[config.mk]
export PLATFORM = sky130hd
export DESIGN_NAME = mc_core
export DESIGN_NICKNAME = d
export VERILOG_FILES = /design/src/rtl/mc_pkg.sv /design/src/rtl/mc_regfile.sv /design/src/rtl/mc_alu.sv /design/src/rtl/mc_ctrl.sv /design/src/rtl/mc_core.sv
export SDC_FILE = /design/constraint.sdc
export NUM_CORES = 2
export LEC_CHECK = 0
export ABC_CLOCK_PERIOD_IN_PS = 8800
export BUFFER_PORTS_ARGS = -buffer_cell sky130_fd_sc_hd__buf_2
export CORE_MARGIN = 4
export CORE_UTILIZATION = 36
export DETAILED_ROUTE_END_ITERATION = 10
export HOLD_SLACK_MARGIN = 0.02
export SYNTH_ARGS = -nofsm -noshare
export SYNTH_HDL_FRONTEND = slang
export SYNTH_SLANG_ARGS = --single-unit
[constraint.sdc]
create_clock -name clk -period 8.8 [get_ports clk]
set_input_delay 0.44 -clock clk [delete_from_list [all_inputs] [get_ports clk]]
set_output_delay 0.44 -clock clk [all_outputs]
set_load 0.005 [all_outputs]
[src/rtl/mc_pkg.sv]
package mc_pkg;

  localparam int INSTR_W = 32;
  localparam int OP_W    = 6;
  localparam int RF_AW   = 5;
  localparam int IMM_W   = 16;
  localparam int NREGS   = 1 << RF_AW;

  localparam logic [OP_W-1:0] OP_ADDI = 6'h08;
  localparam logic [OP_W-1:0] OP_LW   = 6'h23;
  localparam logic [OP_W-1:0] OP_SW   = 6'h2B;
  localparam logic [OP_W-1:0] OP_BEQ  = 6'h04;
  localparam logic [OP_W-1:0] OP_LDC  = 6'h3E;

  typedef enum logic [3:0] {
    ST_FETCH,
    ST_FWAIT,
    ST_DECODE,
    ST_ADDI,
    ST_LWADDR,
    ST_LWWB,
    ST_SW,
    ST_BEQ,
    ST_LDC
  } state_t;

  typedef enum logic [1:0] {
    PCS_INC,
    PCS_BR,
    PCS_LDC
  } pc_src_t;

  typedef struct packed {
    logic    ir_we;
    logic    pc_we;
    pc_src_t pc_src;
    logic    bpc_we;
    logic    rf_we;
    logic    wb_from_mem;
    logic    mem_rd;
    logic    mem_wr;
    logic    addr_from_alu;
  } ctrl_t;

  function automatic logic op_known(input logic [OP_W-1:0] op);
    return (op == OP_ADDI) || (op == OP_LW) || (op == OP_SW) ||
           (op == OP_BEQ)  || (op == OP_LDC);
  endfunction

endpackage

[src/rtl/mc_regfile.sv]
module mc_regfile #(
  parameter int XLEN  = 32,
  parameter int NREGS = 32,
  localparam int AW   = $clog2(NREGS)
) (
  input  logic            clk,
  input  logic            we,
  input  logic [AW-1:0]   wa,
  input  logic [XLEN-1:0] wd,
  input  logic [AW-1:0]   ra_a,
  input  logic [AW-1:0]   ra_b,
  input  logic [AW-1:0]   ra_c,
  output logic [XLEN-1:0] rd_a,
  output logic [XLEN-1:0] rd_b,
  output logic [XLEN-1:0] rd_c
);

  logic [XLEN-1:0] regs [NREGS];

  // index 0 is never written; reads of it are forced to zero
  always_ff @(posedge clk) begin
    if (we && (wa != '0)) regs[wa] <= wd;
  end

  always_ff @(posedge clk) begin
    rd_a <= (ra_a == '0) ? '0 : regs[ra_a];
    rd_b <= (ra_b == '0) ? '0 : regs[ra_b];
    rd_c <= (ra_c == '0) ? '0 : regs[ra_c];
  end

endmodule

[src/rtl/mc_alu.sv]
module mc_alu #(
  parameter int XLEN  = 32,
  parameter int IMM_W = 16
) (
  input  logic [XLEN-1:0]  opa,
  input  logic [XLEN-1:0]  opb,
  input  logic [XLEN-1:0]  pc,
  input  logic [IMM_W-1:0] imm,
  output logic [XLEN-1:0]  sum,
  output logic [XLEN-1:0]  br_tgt,
  output logic             eq
);

  logic [XLEN-1:0] sext;

  always_comb begin
    sext   = {{(XLEN-IMM_W){imm[IMM_W-1]}}, imm};
    sum    = opa + sext;
    br_tgt = pc + {sext[XLEN-3:0], 2'b00};
    eq     = (opa == opb);
  end

endmodule

[src/rtl/mc_ctrl.sv]
module mc_ctrl
  import mc_pkg::*;
(
  input  logic            clk,
  input  logic            rst,
  input  logic [OP_W-1:0] opcode,
  input  logic            operands_eq,
  output state_t          state_o,
  output ctrl_t           ctrl_o,
  output logic            retire_o
);

  state_t state_q, state_d;

  always_comb begin
    state_d = state_q;
    ctrl_o  = '0;
    unique case (state_q)
      ST_FETCH: begin
        ctrl_o.mem_rd = !rst;
        state_d       = ST_FWAIT;
      end
      ST_FWAIT: begin
        ctrl_o.ir_we  = 1'b1;
        ctrl_o.pc_we  = 1'b1;
        ctrl_o.pc_src = PCS_INC;
        state_d       = ST_DECODE;
      end
      ST_DECODE: begin
        ctrl_o.bpc_we = 1'b1;
        // early pull of the word that follows the instruction
        ctrl_o.mem_rd = (opcode == OP_LDC);
        unique case (opcode)
          OP_ADDI: state_d = ST_ADDI;
          OP_LW:   state_d = ST_LWADDR;
          OP_SW:   state_d = ST_SW;
          OP_BEQ:  state_d = ST_BEQ;
          OP_LDC:  state_d = ST_LDC;
          default: state_d = ST_FETCH;
        endcase
      end
      ST_ADDI: begin
        ctrl_o.rf_we = 1'b1;
        state_d      = ST_FETCH;
      end
      ST_LWADDR: begin
        ctrl_o.mem_rd        = 1'b1;
        ctrl_o.addr_from_alu = 1'b1;
        state_d              = ST_LWWB;
      end
      ST_LWWB: begin
        ctrl_o.rf_we       = 1'b1;
        ctrl_o.wb_from_mem = 1'b1;
        state_d            = ST_FETCH;
      end
      ST_SW: begin
        ctrl_o.mem_wr        = 1'b1;
        ctrl_o.addr_from_alu = 1'b1;
        state_d              = ST_FETCH;
      end
      ST_BEQ: begin
        ctrl_o.pc_we  = operands_eq;
        ctrl_o.pc_src = PCS_BR;
        state_d       = ST_FETCH;
      end
      ST_LDC: begin
        ctrl_o.rf_we       = 1'b1;
        ctrl_o.wb_from_mem = 1'b1;
        ctrl_o.pc_we       = 1'b1;
        ctrl_o.pc_src      = PCS_LDC;
        state_d            = ST_FETCH;
      end
      default: state_d = ST_FETCH;
    endcase
  end

  always_ff @(posedge clk) begin
    if (rst) begin
      state_q  <= ST_FETCH;
      retire_o <= 1'b0;
    end else begin
      state_q  <= state_d;
      retire_o <= (state_d == ST_FETCH) && (state_q != ST_FETCH);
    end
  end

  assign state_o = state_q;

endmodule

[src/rtl/mc_core.sv]
module mc_core
  import mc_pkg::*;
#(
  parameter int               XLEN            = 32,
  parameter logic [XLEN-1:0]  RESET_PC        = '0,
  parameter bit               LDC_PC_FROM_BPC = 1'b1
) (
  input  logic             clk,
  input  logic             rst,
  output logic [XLEN-1:0]  mem_addr,
  output logic             mem_rd_en,
  output logic             mem_wr_en,
  output logic [XLEN-1:0]  mem_wdata,
  input  logic [XLEN-1:0]  mem_rdata,
  output logic [XLEN-1:0]  pc_o,
  output logic             retire_o,
  input  logic [RF_AW-1:0] obs_sel,
  output logic [XLEN-1:0]  obs_data
);

  localparam logic [XLEN-1:0] WORD_BYTES = XLEN'(4);

  state_t              st;
  ctrl_t               ctl;
  logic [INSTR_W-1:0]  ir_q;
  logic [XLEN-1:0]     pc_q, bpc_q;
  logic [XLEN-1:0]     rs_val, rt_val;
  logic [XLEN-1:0]     alu_sum, br_tgt, ldc_next_pc, pc_d, wb_data;
  logic                eq;

  logic [OP_W-1:0]     f_op;
  logic [RF_AW-1:0]    f_rs, f_rt;
  logic [IMM_W-1:0]    f_imm;

  assign f_op  = ir_q[INSTR_W-1 -: OP_W];
  assign f_rs  = ir_q[INSTR_W-OP_W-1 -: RF_AW];
  assign f_rt  = ir_q[INSTR_W-OP_W-RF_AW-1 -: RF_AW];
  assign f_imm = ir_q[IMM_W-1:0];

  mc_ctrl u_ctrl (
    .clk         (clk),
    .rst         (rst),
    .opcode      (f_op),
    .operands_eq (eq),
    .state_o     (st),
    .ctrl_o      (ctl),
    .retire_o    (retire_o)
  );

  mc_regfile #(.XLEN(XLEN), .NREGS(NREGS)) u_rf (
    .clk  (clk),
    .we   (ctl.rf_we),
    .wa   (f_rt),
    .wd   (wb_data),
    .ra_a (f_rs),
    .ra_b (f_rt),
    .ra_c (obs_sel),
    .rd_a (rs_val),
    .rd_b (rt_val),
    .rd_c (obs_data)
  );

  mc_alu #(.XLEN(XLEN), .IMM_W(IMM_W)) u_alu (
    .opa    (rs_val),
    .opb    (rt_val),
    .pc     (pc_q),
    .imm    (f_imm),
    .sum    (alu_sum),
    .br_tgt (br_tgt),
    .eq     (eq)
  );

  // two ways to step past the literal word
  generate
    if (LDC_PC_FROM_BPC) begin : g_ldc_bpc
      assign ldc_next_pc = bpc_q;
    end else begin : g_ldc_inc
      assign ldc_next_pc = pc_q + WORD_BYTES;
    end
  endgenerate

  always_comb begin
    unique case (ctl.pc_src)
      PCS_BR:  pc_d = bpc_q;
      PCS_LDC: pc_d = ldc_next_pc;
      default: pc_d = pc_q + WORD_BYTES;
    endcase
    wb_data = ctl.wb_from_mem ? mem_rdata : alu_sum;
  end

  always_ff @(posedge clk) begin
    if (rst) begin
      pc_q  <= RESET_PC;
      bpc_q <= RESET_PC;
      ir_q  <= '0;
    end else begin
      if (ctl.pc_we)  pc_q  <= pc_d;
      if (ctl.bpc_we) bpc_q <= br_tgt;
      if (ctl.ir_we)  ir_q  <= mem_rdata[INSTR_W-1:0];
    end
  end

  assign mem_addr  = ctl.addr_from_alu ? alu_sum : pc_q;
  assign mem_rd_en = ctl.mem_rd;
  assign mem_wr_en = ctl.mem_wr;
  assign mem_wdata = rt_val;
  assign pc_o      = pc_q;

endmodule

==> summary.md <==
| Metric | Value |
|---|---|
| Pre-CTS setup slack | 4.357 ns |
| FF+latch count, synth | 1221 |
| Final setup viols | 0 |
| Total chip power | 15.87 mW |
| Grt ovf | 0 |
| Most common cell on crit path | a21o_1 |
| Worst Path Max Fanout | 18 |
| Minimum clock period | 4.871 ns |
| Longest individual stage delay on the worst path | 0.75 ns |
| Seq/Total Area, Yosys | 52.71% |
| Hold EP | ir_q[16] |
| Syn-to-layout area delta | 13.73% |
| Unique masters post-synth | 91 |
| Antenna violation net count after detailed routing | 0 |
| Avg Inst Size Synth | 16.13 sq um |
| Final HPWL DP | 144800 um |
| Hold Crit Start | mem_rdata[16] |
| Max Freq | 0.2053 GHz |
| Clk buf depth | 3 |
| Via count | 44.26k |
| Hold path cells | 3 |
| Detailed-route DRC error count | 0 |
| Highest-delay cell along the critical path | dfxtp_1 |
| H-tree Lvls | 4 |
| CP Data Required Time | 8.36 ns |
| Die area | 0.1897 sq mm |
| Register-to-Register Setup Slack | 4.27 ns |
| Vias per cell | 6.585 |
| IO Pins | 170 |
| Wire per inst | 34.90 um |
| Clock sinks | 1221 |
| Die Width | 435.6 um |
| PD cells | 212.1 mW/mm^2 |
| Clk Latency, worst-skew pair | 0.80 ns |
| Pin count of the biggest net entering global routing | 113 |
| VDD IR max | 0.1468 mV |
| First-pass GRT wire length | 329800 um |
| Arrival time worst endpoint | 4.43 ns |
| CP Cell Sequence | buf_4 -> ha_1 -> a21o_1 -> a21o_1 -> a21o_1 -> nor2_1 -> a2111oi_0 -> nor3_1 -> o31ai_1 -> buf_2 |
| Num rows | 156 |
| Die Ht | 435.6 um |
| Top FF cell, synth | edfxtp_1 |
| Hold Path Class | input port to register |
| Fin nets | 4327 |
| Reg2Reg Launch Point | ir_q[15] |
| Post-synth EDFFs | 1024 |
| CTS tree | yes |
| CTS buffer count | 140 |
| Commonest non-fill, non-tap cell in the layout | edfxtp_1 |
| Initial antenna violation count | 12 |
| Crit. End Element | output pin |
| Worst Skew | 0.05422 ns |
| Cts repair resizes | 0 |
| Slew margin rel. | 7.476% |
| Max cap viols | 0 |
| First-pass detailed-route iteration total | 6 |
| Mapped Cells | 4081 |
| Most frequent cells in the layout | edfxtp_1 (1024), mux4_2 (830), nand2_1 (249) |
| Clk slew on worst S/H paths | 0.06 ns |
| Status | complete, no violations |
| GPL Wtd Cong | 0.9003 |
| Initial Utilization | 36.30% |
| DRT iter0 DRCs | 6454 |
| Post-CTS Setup Repair Bufs | 0 |
| FFs w/ async S/R, synth | 0% |
| Top cells by area, synth | edfxtp_1 (47%), mux4_2 (28%), dfxtp_1 (6.0%), mux2i_1 (1.7%), nand2_1 (1.4%) |
| Number of global-route vias before repair | 42.95k |
| Buffers added on ports | 169 |
| Tcrit/Tclk final | 55.36% |
| Seq. cell area | 0.03472 sq mm |
| FF-to-FF path depth | 9 |
| Hold_buf cts | 32 |
| Gr usage total | 24.15% |
| Pin slew with the least headroom to its limit | 1.388 ns |
| Mapped Area | 0.06582 sq mm |
| Post-Route Setup TNS | 0 ns |
| Drt total wl | 234600 um |
| Core footprint | 0.1813 sq mm |
| Synth warn | 0 |
| Root buffer cell | clkbuf_16 |
| Crit path kind | register to output pin |
| Multi-input logic area | 0.03009 sq mm |
| Hold Fails Final Rpt | 0 |
| Fillers | 16.10k |
| Lkg Pwr | 23.82 nW |
| RSZ-0062 raised after global routing | no |
| Reg-to-Reg End | u_rf.regs[3][30] |
| Synth top area share | 46.72% |
| Critical Path Source Type | register |
| Yosys top cell by area | edfxtp_1 |
| Share of layout cells above drive strength 1 | 33.72% |
| Max-slew violations | 0 |
| PnR worst setup slack | 3.929 ns |
[worst max-delay path by stage]
stage	startpoint	end	slack, ns	cells after the start
after floorplan	ir_q[15]	u_rf.regs[0][28]	3.91	8
after global placement	ir_q[16]	u_rf.rd_b[1]	4.34	7
after detailed placement	ir_q[16]	u_rf.rd_b[2]	4.36	7
after CTS	ir_q[15]	mem_addr[25]	3.75	10
after global routing	ir_q[15]	mem_addr[25]	3.60	10
final	ir_q[15]	mem_addr[25]	3.93	10
[critical path, delay by kind of cell, from the launching register on]
kind	cells	cell delay [ns]
AO/OA/AOI/OAI	5	1.68
adder cells (fa/ha/maj)	1	0.31
buffers and inverters	2	0.64
flip-flops	1	0.75
AND/OR/NAND/NOR	2	0.25
[routing by layer]
layer | part of all wire, % | vias up | wire length [um] | global-route usage (%)
li1 | - | 17560 | - | -
met1 | 37 | 23106 | 87560 | 32.08
met2 | 47 | 3034 | 109600 | 38.15
met3 | 11 | 561 | 25260 | 5.125
met4 | 5.2 | 0 | 12140 | 11.13
met5 | 0 | - | 0 | 0
[through the flow]
step                      cells  util, %  cell area [sq um]  hold WS [ns]
after floorplan            4112        -              65930        0.4199
after global placement     6421    38.45              69720        0.4383
after detailed placement   6421    38.45              69720        0.4433
after CTS                  6715    41.27              74840        0.1100
after global routing       6715    41.27              74840        0.1151
final                      6721    41.28              74850        0.1444
[Yosys cell counts (all sizes together) (8+ instances only)]
master,number
a211oi,40
a21o,26
a21oi,138
a221oi,45
a22o,53
a22oi,77
a31oi,40
and2,8
and3,21
and4,10
buf,132
clkbuf,213
dfxtp,197
edfxtp,1024
ha,61
inv,33
mux2,26
mux2i,112
mux4,830
nand2,252
nand2b,17
nand3,46
nand3b,11
nand4,23
nor2,203
nor3,52
nor3b,8
nor4,12
o211ai,21
o21a,10
o21ai,101
o21bai,13
o221ai,28
o22ai,15
o311ai,8
o31ai,21
or3,13
xnor2,20
xor2,44
[layout make-up]
class                   count  area share [%]
clock buffers             182           5.110
diodes                      6         0.02006
inverters                  33          0.1655
repair buffers            317           2.867
well taps                2370           3.962
multi-input cells        2512           40.20
flip-flops and latches   1221           46.38
clock inverters            80           1.292
[logic make-up (layout without fill, tap and decap cells)]
group / count (synthesis) / after routing / synth area share, %
other: 1 / 38 / 0.005698
multiplexers: 968 / 968 / 30.55
XOR/XNOR: 64 / 64 / 0.8517
AO/OA/AOI/OAI: 684 / 684 / 7.233
AND/OR/NAND/NOR: 701 / 701 / 4.933
buffers and inverters: 379 / 612 / 2.494
adder cells (fa/ha/maj): 63 / 63 / 1.220
flip-flops: 1221 / 1221 / 52.71
[registers in the layout (all words and copies together), names as in the netlist]
name,cells
u_rf.rd_b,32
u_rf.regs,1024
u_rf.rd_a,32
u_rf.rd_c,32
bpc_q,32
ir_q,32
pc_o,32
u_ctrl.retire_o,1
u_ctrl.state_o,4
[power by group]
group | internal, mW | switching (mW) | leakage, nW
Sequential | 6.84 | 0.275 | 11.0
Combinational | 0.943 | 1.71 | 10.5
Clock | 3.55 | 2.55 | 2.33
Total | 11.3 | 4.54 | 23.8
(Power assumes the default switching activity.)
